<file path="config.mk">
export PLATFORM = sky130hd
export DESIGN_NAME = waytag_we_ctrl
export DESIGN_NICKNAME = d
export VERILOG_FILES = /design/src/rtl/waytag_pkg.sv /design/src/rtl/waytag_array.sv /design/src/rtl/waytag_fifo.sv /design/src/rtl/way_decoder.sv /design/src/rtl/waytag_access_ctr.sv /design/src/rtl/waytag_we_ctrl.sv
export SDC_FILE = /design/constraint.sdc
export NUM_CORES = 1
export LEC_CHECK = 0
export ABC_CLOCK_PERIOD_IN_PS = 3800
export BUFFER_PORTS_ARGS = -buffer_cell sky130_fd_sc_hd__clkbuf_2
export CORE_AREA = 2 2 196 102
export CTS_BUF_LIST = sky130_fd_sc_hd__clkbuf_2
export DETAILED_ROUTE_END_ITERATION = 10
export DIE_AREA = 0 0 198 104
export PLACE_DENSITY_LB_ADDON = 0.12
export REMOVE_ABC_BUFFERS = 1
export SLEW_MARGIN = 20
export SYNTH_ARGS = -nofsm -noshare
export SYNTH_HDL_FRONTEND = slang
export SYNTH_SLANG_ARGS = --single-unit
</file>
<file path="constraint.sdc">
create_clock -name clk -period 3.8 [get_ports clk]
set_clock_uncertainty 0.05 [all_clocks]
set_input_delay 0.57 -clock clk [delete_from_list [all_inputs] [get_ports clk]]
set_output_delay 0.57 -clock clk [all_outputs]
set_load 0.01 [all_outputs]
</file>
<file path="src/rtl/waytag_pkg.sv">
package waytag_pkg;
  // How the decoder builds enables for one queued write
  typedef enum logic {
    EN_ALL_WAYS = 1'b0,
    EN_ONE_WAY  = 1'b1
  } way_mode_e;
endpackage

</file>
<file path="src/rtl/waytag_array.sv">
module waytag_array #(
  parameter int LINES = 16,
  parameter int WAY_W = 2
) (
  input  logic                     clk,
  input  logic                     rst_n,
  input  logic                     fill_valid,
  input  logic [$clog2(LINES)-1:0] fill_idx,
  input  logic [WAY_W-1:0]         fill_way,
  input  logic                     evict_valid,
  input  logic [$clog2(LINES)-1:0] evict_idx,
  input  logic [$clog2(LINES)-1:0] look_idx,
  output logic                     look_valid,
  output logic [WAY_W-1:0]         look_way
);
  localparam int IDX_W = $clog2(LINES);

  logic [LINES-1:0]            vld_q;
  logic [LINES-1:0][WAY_W-1:0] way_q;

  // A fill beats an eviction of the same entry in the same cycle
  always_ff @(posedge clk or negedge rst_n) begin
    if (!rst_n) begin
      vld_q <= '0;
      way_q <= '0;
    end else begin
      for (int e = 0; e < LINES; e++) begin
        if (fill_valid && fill_idx == IDX_W'(e)) begin
          vld_q[e] <= 1'b1;
          way_q[e] <= fill_way;
        end else if (evict_valid && evict_idx == IDX_W'(e)) begin
          vld_q[e] <= 1'b0;
        end
      end
    end
  end

  // Combinational read: no cycle added to the write path
  assign look_valid = vld_q[look_idx];
  assign look_way   = way_q[look_idx];
endmodule

</file>
<file path="src/rtl/waytag_fifo.sv">
module waytag_fifo #(
  parameter int DEPTH = 4,
  parameter int W     = 35
) (
  input  logic         clk,
  input  logic         rst_n,
  input  logic         push,
  input  logic [W-1:0] din,
  input  logic         pop,
  output logic [W-1:0] dout,
  output logic         full,
  output logic         empty
);
  localparam int PTR_W = (DEPTH > 1) ? $clog2(DEPTH) : 1;
  localparam int CNT_W = $clog2(DEPTH + 1);

  logic [W-1:0]     mem [DEPTH];
  logic [PTR_W-1:0] wptr, rptr;
  logic [CNT_W-1:0] count;

  function automatic logic [PTR_W-1:0] nxt(input logic [PTR_W-1:0] p);
    return (p == PTR_W'(DEPTH - 1)) ? '0 : p + 1'b1;
  endfunction

  assign full  = (count == CNT_W'(DEPTH));
  assign empty = (count == '0);
  assign dout  = mem[rptr];

  always_ff @(posedge clk) begin
    if (push && !full) mem[wptr] <= din;
  end

  always_ff @(posedge clk or negedge rst_n) begin
    if (!rst_n) begin
      wptr  <= '0;
      rptr  <= '0;
      count <= '0;
    end else begin
      if (push && !full)  wptr <= nxt(wptr);
      if (pop && !empty)  rptr <= nxt(rptr);
      case ({push && !full, pop && !empty})
        2'b10:   count <= count + 1'b1;
        2'b01:   count <= count - 1'b1;
        default: count <= count;
      endcase
    end
  end
endmodule

</file>
<file path="src/rtl/way_decoder.sv">
module way_decoder
  import waytag_pkg::*;
#(
  parameter int WAYS = 4
) (
  input  logic                    offer,
  input  way_mode_e               mode,
  input  logic [$clog2(WAYS)-1:0] way,
  output logic [WAYS-1:0]         en
);
  localparam int WAY_W = $clog2(WAYS);

  for (genvar g = 0; g < WAYS; g++) begin : g_way
    assign en[g] = offer && ((mode == EN_ALL_WAYS) || (way == WAY_W'(g)));
  end
endmodule

</file>
<file path="src/rtl/waytag_access_ctr.sv">
module waytag_access_ctr #(
  parameter int CNT_W = 16
) (
  input  logic             clk,
  input  logic             rst_n,
  input  logic             one_inc,
  input  logic [1:0]       all_inc,
  output logic [CNT_W-1:0] cnt_one,
  output logic [CNT_W-1:0] cnt_all
);
  always_ff @(posedge clk or negedge rst_n) begin
    if (!rst_n) begin
      cnt_one <= '0;
      cnt_all <= '0;
    end else begin
      cnt_one <= cnt_one + CNT_W'(one_inc);
      cnt_all <= cnt_all + CNT_W'(all_inc);
    end
  end
endmodule

</file>
<file path="src/rtl/waytag_we_ctrl.sv">
module waytag_we_ctrl
  import waytag_pkg::*;
#(
  parameter int L1_LINES  = 16,
  parameter int L2_WAYS   = 4,
  parameter int BUF_DEPTH = 4,
  parameter int PAYLOAD_W = 32,
  parameter int CNT_W     = 16
) (
  input  logic                          clk,
  input  logic                          rst_n,
  input  logic                          fill_valid,
  input  logic [$clog2(L1_LINES)-1:0]   fill_idx,
  input  logic [$clog2(L2_WAYS)-1:0]    fill_way,
  input  logic                          evict_valid,
  input  logic [$clog2(L1_LINES)-1:0]   evict_idx,
  input  logic                          wr_valid,
  output logic                          wr_ready,
  input  logic [$clog2(L1_LINES)-1:0]   wr_idx,
  input  logic                          wr_hit,
  input  logic [PAYLOAD_W-1:0]          wr_payload,
  output logic                          l2w_valid,
  input  logic                          l2w_ready,
  output logic [PAYLOAD_W-1:0]          l2w_payload,
  output logic [L2_WAYS-1:0]            l2w_way_en,
  input  logic                          rd_miss_valid,
  output logic [L2_WAYS-1:0]            rd_way_en,
  output logic [CNT_W-1:0]              cnt_one_way,
  output logic [CNT_W-1:0]              cnt_all_way
);
  localparam int WAY_W = $clog2(L2_WAYS);
  localparam int ENT_W = 1 + WAY_W + PAYLOAD_W;

  logic             look_valid;
  logic [WAY_W-1:0] look_way;
  way_mode_e        push_mode, head_mode;
  logic [ENT_W-1:0] push_ent, head_ent;
  logic             q_full, q_empty, drain;

  waytag_array #(.LINES(L1_LINES), .WAY_W(WAY_W)) u_array (
    .clk(clk), .rst_n(rst_n),
    .fill_valid(fill_valid), .fill_idx(fill_idx), .fill_way(fill_way),
    .evict_valid(evict_valid), .evict_idx(evict_idx),
    .look_idx(wr_idx), .look_valid(look_valid), .look_way(look_way)
  );

  // Way known only when the L1 write hit and the entry is valid
  assign push_mode = (wr_hit && look_valid) ? EN_ONE_WAY : EN_ALL_WAYS;
  assign push_ent  = {push_mode, look_way, wr_payload};

  assign wr_ready  = !q_full;
  assign l2w_valid = !q_empty;
  assign drain     = l2w_valid && l2w_ready;

  waytag_fifo #(.DEPTH(BUF_DEPTH), .W(ENT_W)) u_queue (
    .clk(clk), .rst_n(rst_n),
    .push(wr_valid), .din(push_ent),
    .pop(l2w_ready), .dout(head_ent),
    .full(q_full), .empty(q_empty)
  );

  assign head_mode   = way_mode_e'(head_ent[ENT_W-1]);
  assign l2w_payload = head_ent[PAYLOAD_W-1:0];

  way_decoder #(.WAYS(L2_WAYS)) u_dec (
    .offer(l2w_valid), .mode(head_mode),
    .way(head_ent[PAYLOAD_W +: WAY_W]), .en(l2w_way_en)
  );

  // Read misses bypass the table entirely
  assign rd_way_en = {L2_WAYS{rd_miss_valid}};

  logic       one_inc;
  logic [1:0] all_inc;
  assign one_inc = drain && (head_mode == EN_ONE_WAY);
  assign all_inc = 2'(drain && (head_mode == EN_ALL_WAYS)) + 2'(rd_miss_valid);

  waytag_access_ctr #(.CNT_W(CNT_W)) u_ctr (
    .clk(clk), .rst_n(rst_n),
    .one_inc(one_inc), .all_inc(all_inc),
    .cnt_one(cnt_one_way), .cnt_all(cnt_all_way)
  );
endmodule

</file>
# Word-level counts from Yosys, hierarchy flattened
# Memory sizes are Yosys's and may differ from the RTL's.
# Index checks and enable logic that the tools add are counted.
# W data, S select, Z words.
[totals]
reg_bits = 87
latchBits = 0
ramBits = 140
rom_bits = 0
inputBits = 54
out_inout_bits = 74
elab_cells = 195
memories = 1
[mem_list]
columns = ["name", "words", "word_bits", "rd", "rd_clocked_by_memory_dff", "write_ports", "line_no", "source"]
rows = [
  ["u_queue.mem", 4, 35, 1, 0, 1, "waytag_fifo.sv:17", "logic [W-1:0] mem [DEPTH];"],
]
[op_classes]
addsub = 7
n_mul = 0
div = 0
magnitude_cmp = 1
n_eq_ne = 38
n_shift = 0
n_mux = 42
bitwise_logic = 1
n_reduce_logical = 68
[ops]
columns = ["op", "count"]
rows = [
  ["$eq A4 B4 Y1 const B", 16],
  ["$logic_and A1 B1 Y1", 41],
  ["$mux W1", 36],
  ["$reduce_bool A2 Y1", 17],
  ["$eq A4 B3 Y1 const B", 8],
  ["$add A16 B1 Y16", 1],
  ["$add A16 B2 Y16", 1],
  ["$eq A4 B2 Y1 const B", 4],
  ["$eq A2 B2 Y1 const B", 5],
  ["$bmux W2 S4", 1],
  ["$eq A4 B1 Y1 const B", 2],
  ["$logic_not A4 Y1", 2],
  ["$mux W2", 3],
  ["$pmux W3 S2", 1],
  ["$lt A4 B5 Y1 const B", 1],
  ["$add A2 B1 Y2 const B", 2],
  ["$bmux W1 S4", 1],
  ["$eq A2 B1 Y1 const B", 2],
  ["$logic_or A1 B1 Y1", 4],
  ["$add A3 B1 Y3 const B", 1],
  ["$eq A3 B3 Y1 const B", 1],
  ["$logic_not A3 Y1", 1],
  ["$sub A3 B1 Y3 const B", 1],
  ["$add A1 B1 Y2", 1],
  ["other kinds (3)", 4],
]

# Depth between registers and ports, before layout
[logic_depth]
ltp_word = 6
mapped_depth = 11
mapped_depth_nobuf = 11

# Cells and area by module
# Synthesis repeated with hierarchy kept, for this count alone.
[hier_totals]
hier_cells = 534
hier_area_um2 = 9369.0
[modules_own_cells]
columns = ["module", "n_inst", "cells_each", "area_per_inst_um2", "seq_area_each_um2"]
rows = [
  ["waytag_fifo", 1, 224, 5501.5, 4379.2],
  ["waytag_array", 1, 177, 2333.5, 1201.2],
  ["waytag_access_ctr", 1, 115, 1411.4, 800.8],
  ["waytag_we_ctrl", 1, 10, 72.6, 0.0],
  ["way_decoder", 1, 8, 50.0, 0.0],
]

# Worst setup path after synthesis
# OpenSTA, ideal clock, no wires.
[synth_timing]
path_type = "reg-to-reg"
start = "register u_queue.rptr[0]"
end = "register u_ctr.cnt_all[12]"
setup_time_ps = 126
arrival_time_ps = 2649
t_required_ps = 3624
slack_ps = 975
stages_incl_launch_ff = 11
n_path_buf = 1
synth_period_minus_slack_ps = 2825
cell_sequence = "dfrtp_1 -> buf_4 -> mux4_2 -> or2_2 -> fa_1 -> inv_1 -> ha_1 -> and4_1 -> nor3b_1 -> nand2_1 -> xnor2_1"
[synth_via]
elab_chain_len = 5
[synth_lines]
columns = ["element", "line_no", "source"]
rows = [
  ["start: declaration", "waytag_fifo.sv:18", "logic [PTR_W-1:0] wptr, rptr;"],
  ["start signal: assignment", "waytag_fifo.sv:40", "if (pop && !empty) rptr <= nxt(rptr);"],
  ["$mem_v2 Z4 W35", "--", ""],
  ["$not A1 Y1", "waytag_we_ctrl.sv:76", "assign all_inc = 2'(drain && (head_mode == EN_ALL_WAYS)) + 2'(rd_miss_valid);"],
  ["$logic_and A1 B1 Y1", "waytag_we_ctrl.sv:76", ""],
  ["$add A1 B1 Y2", "waytag_we_ctrl.sv:76", ""],
  ["$add A16 B2 Y16", "waytag_access_ctr.sv:17", "cnt_all <= cnt_all + CNT_W'(all_inc);"],
  ["end signal: assignment", "waytag_access_ctr.sv:17", ""],
  ["end: declaration", "waytag_access_ctr.sv:9", "output logic [CNT_W-1:0] cnt_all"],
]
# Every way passes these cells.
# A chain may end at the register's enable or synchronous reset.

# Worst setup path after layout
[layout_timing]
start = "register u_queue.rptr[0]"
end = "output port l2w_way_en[0]"
[layout_via]
elab_chain_len = 4
word_cells_on_any_way = 5
cone_classes = "bitwise: 1; reduce/logical: 3; memory: 1"
[layout_lines]
columns = ["element", "line_no", "source"]
rows = [
  ["$mem_v2 Z4 W35 (*)", "--", ""],
  ["$logic_not A2 Y1 or $not A1 Y1 (tied branches)", "way_decoder.sv:14", "assign en[g] = offer && ((mode == EN_ALL_WAYS) || (way == WAY_W'(g)));"],
  ["$logic_or A1 B1 Y1 (*)", "way_decoder.sv:14", ""],
  ["$logic_and A1 B1 Y1 (*)", "way_decoder.sv:14", ""],
  ["end: declaration", "waytag_we_ctrl.sv:25", "output logic [L2_WAYS-1:0] l2w_way_en,"],
]
# Every way passes the cells marked *; elsewhere a longest branch is shown, timed or not.

==> results.md <==
* RSZ-0062 raised after global routing: false
* Post-DP HPWL at 12.3 mm
* Detailed Route Iter0 Violations at 278
* Asr flop ratio synth at 38.3%
* VDD IR max at 0.297 mV
* DRC viols at 0
* Vias in the first global route at 5665
* Crit. End Element: primary output
* Chip width at 198 microns
* Commonest non-fill, non-tap cell in the layout: clkbuf_2
* Synth Instances at 531
* Pre-antenna DRT Iters at 4
* Final instance area at 10900 sq um
* Clock root buffer: clkbuf_2
* Maxcap violations at 0
* Drt wl/cell at 18.8 microns
* Final number of max-transition violations at 0
* Nets at 790
* Die Ht at 104 microns
* Layout cells sized above 1 at 38.5%
* Via density at 5.24
* Yosys top cell area share at 45.3%
* Post-synth top flop: edfxtp_1
* CP arrival at 2.75 ns
* Initial antenna violation count at 0
* Placeable Area at 19000 sq um
* Routed WL at 19.2 mm
* P per Cell Area at 647 nW/um^2
* Commonest non-fill, non-tap cells in the layout: clkbuf_2 (198), edfxtp_1 (140), dfrtp_1 (85)
* Clock buffer depth at 3
* Number of synthesized flops with an enable pin at 140
* Final setup vio count at 0
* Worst min-delay path class: primary input to register
* Fillers at 1497
* Slew HR at 32.9%
* Antenna viol nets, final at 0
* Fin cells at 1022
* Starting Density at 48.9%
* Synth area leaders: edfxtp_1 (45%), dfrtp_1 (23%), mux4_2 (9.2%)
* Syn avg cell area at 17.5 sq um
* Inserted Diodes at 0
* Count of cell types in the netlist at 42
* CTS sink count at 227
* Via count at 5353
* Final setup TNS at 0 ns
* IO Pins at 128
* Sw power at 2.28 mW
* Port bufs at 127
* Placed Cells at 907
* Fin crit share at 88.6%
* Sw frac at 32.3%
* Seq pwr share at 48.4%
* Critical Setup Path Class: register to primary output
* Post-DP Area at 10100 sq um
* Req. time, crit path at 3.18 ns
* Area grow syn2layout at 17.8%
* Netlist Area Pre-Place at 9270 sq um
* Global route overflow at 0
* Post-synth top area cell: edfxtp_1
* CTS tree: done
* Outcome: finished, final reports clean
* Die area at 20600 sq um
* GRT Util Overall at 19.4%
* Gp weighted congestion at 0.827
* Highest clock rate at 297 MHz
* Fin Hold WS at 0.167 ns
* Final Hold Violating Endpoints at 0
* Clk_lat worst skew at 0.75 ns
* Actual slew at the worst max-slew pin at 1.01 ns
* Int Pwr at 4.79 mW
* H-Tree Depth at 2
* Combinational power share at 29.9%
* Synth Warn # at 0
* LEAKAGE at 4.43 nW
* CP Max Fanout at 37
* CTS Buf Count at 49
* Total power at 7.07 mW
* Num rows at 36
* Sequential fraction of the synthesis area at 68.8%
* Largest net degree at the start of global routing at 74
* #FFs+latches synth at 227
* Clock network fraction of total power at 21.6%
* CTS clk-pin slew, worst paths at 0.12 ns
* Tmin final at 3.37 ns
* First-pass GRT wire length at 30.8 mm
* Startpoint Class: register
-- what timing repair did --
item / 4_1_cts / 5_1_grt
hold buffers: 33 / 0
resized for setup: 0 / 1
endpoints found under the setup margin: 0 / 2
hold endpoints to repair: 200 / 0
buffers inserted: 0 / 0
-- critical path: stages, from the launching register on --
cell and delay [ns]:
dfrtp_2 0.39, buf_6 0.42, mux4_2 0.66, o21a_1 0.22, nor2_1 0.11, clkbuf_2 0.16
-- state kept, by name, indices dropped and copies added, names as in the netlist --
signal / cells
u_array.way_q: 32
u_queue.count: 3
u_ctr.cnt_all: 16
u_queue.wptr: 2
u_queue.rptr: 2
u_ctr.cnt_one: 16
u_queue.mem: 140
u_array.vld_q: 16
-- path summary, 6_finish.rpt --
check	from	to	slack, ns	cells after the start
worst min-delay path	l2w_ready	u_ctr.cnt_one[0]	0.17	3
worst max register to register	u_queue.rptr[0]	u_ctr.cnt_all[14]	0.73	9
worst max-delay path	u_queue.rptr[0]	l2w_way_en[0]	0.43	5
worst min register to register	u_ctr.cnt_one[15]	u_ctr.cnt_one[15]	0.43	1
min in group asynchronous	rst_n	u_array.way_q[2]	0.45	2
max in group asynchronous	rst_n	u_ctr.cnt_all[2]	2.48	3
-- metrics by stage --
stage	utilization, %	setup WS, ns
6_report	57.6	0.435
5_1_grt	57.6	0.148
4_1_cts	57.6	0.0945
3_5_place_dp	53.5	0.814
3_3_place_gp	53.5	0.913
2_1_floorplan	-	-0.193
-- power groups by stage --
| stage | registers [mW] | logic (mW) | clock network (mW) |
|---|---|---|---|
| 4_1_cts | 3.43 | 2.17 | 1.60 |
| 3_3_place_gp | 3.44 | 2.08 | 0 |
| 2_1_floorplan | 3.56 | 1.20 | 0 |
| 5_1_grt | 3.49 | 2.33 | 1.73 |
| 6_report | 3.43 | 2.12 | 1.53 |
| 3_5_place_dp | 3.48 | 2.13 | 0 |
-- cells by family after synthesis --
group / count (synthesis) / synth area share (%)
buffers and inverters: 32 / 1.94
and+or+nand+nor: 106 / 6.23
DFF: 227 / 68.8
adders and majority gates: 11 / 1.65
AOI/OAI and AO/OA: 37 / 2.23
muxes: 87 / 16.2
xor gates and xnor gates: 31 / 2.93
-- cells in the mapped netlist (6+ instances only) --
cell,number
buf_4,6
nand3_1,14
nand2_1,24
nor2_1,16
dfrtp_1,87
edfxtp_1,140
mux4_1,7
xor2_1,10
nand2b_1,11
o21ai_0,25
mux4_2,38
mux2i_1,7
and3_1,9
mux2_2,35
inv_1,12
nand4_1,6
xnor2_1,21
ha_1,9
-- layout make-up --
| type | instances | area [sq um] | share of cell area, % |
|---|---|---|---|
| clock buffer | 72 | 360 | 3.30 |
| clock inverter | 10 | 91.3 | 0.836 |
| inverter | 12 | 45.0 | 0.412 |
| multi-input combinational | 272 | 2720 | 24.9 |
| sequential | 227 | 6380 | 58.4 |
| tap | 266 | 333 | 3.05 |
| timing repair buffer | 163 | 995 | 9.10 |
-- metal layers --
metal	global-route usage (%)	routed length, microns	up-vias
met5	0	0	-
met4	4.46	163	0
met3	5.32	1330	22
met2	27.0	8040	170
met1	30.3	9680	2718
li1	-	-	2443
Power figures use the tool's default switching activity.
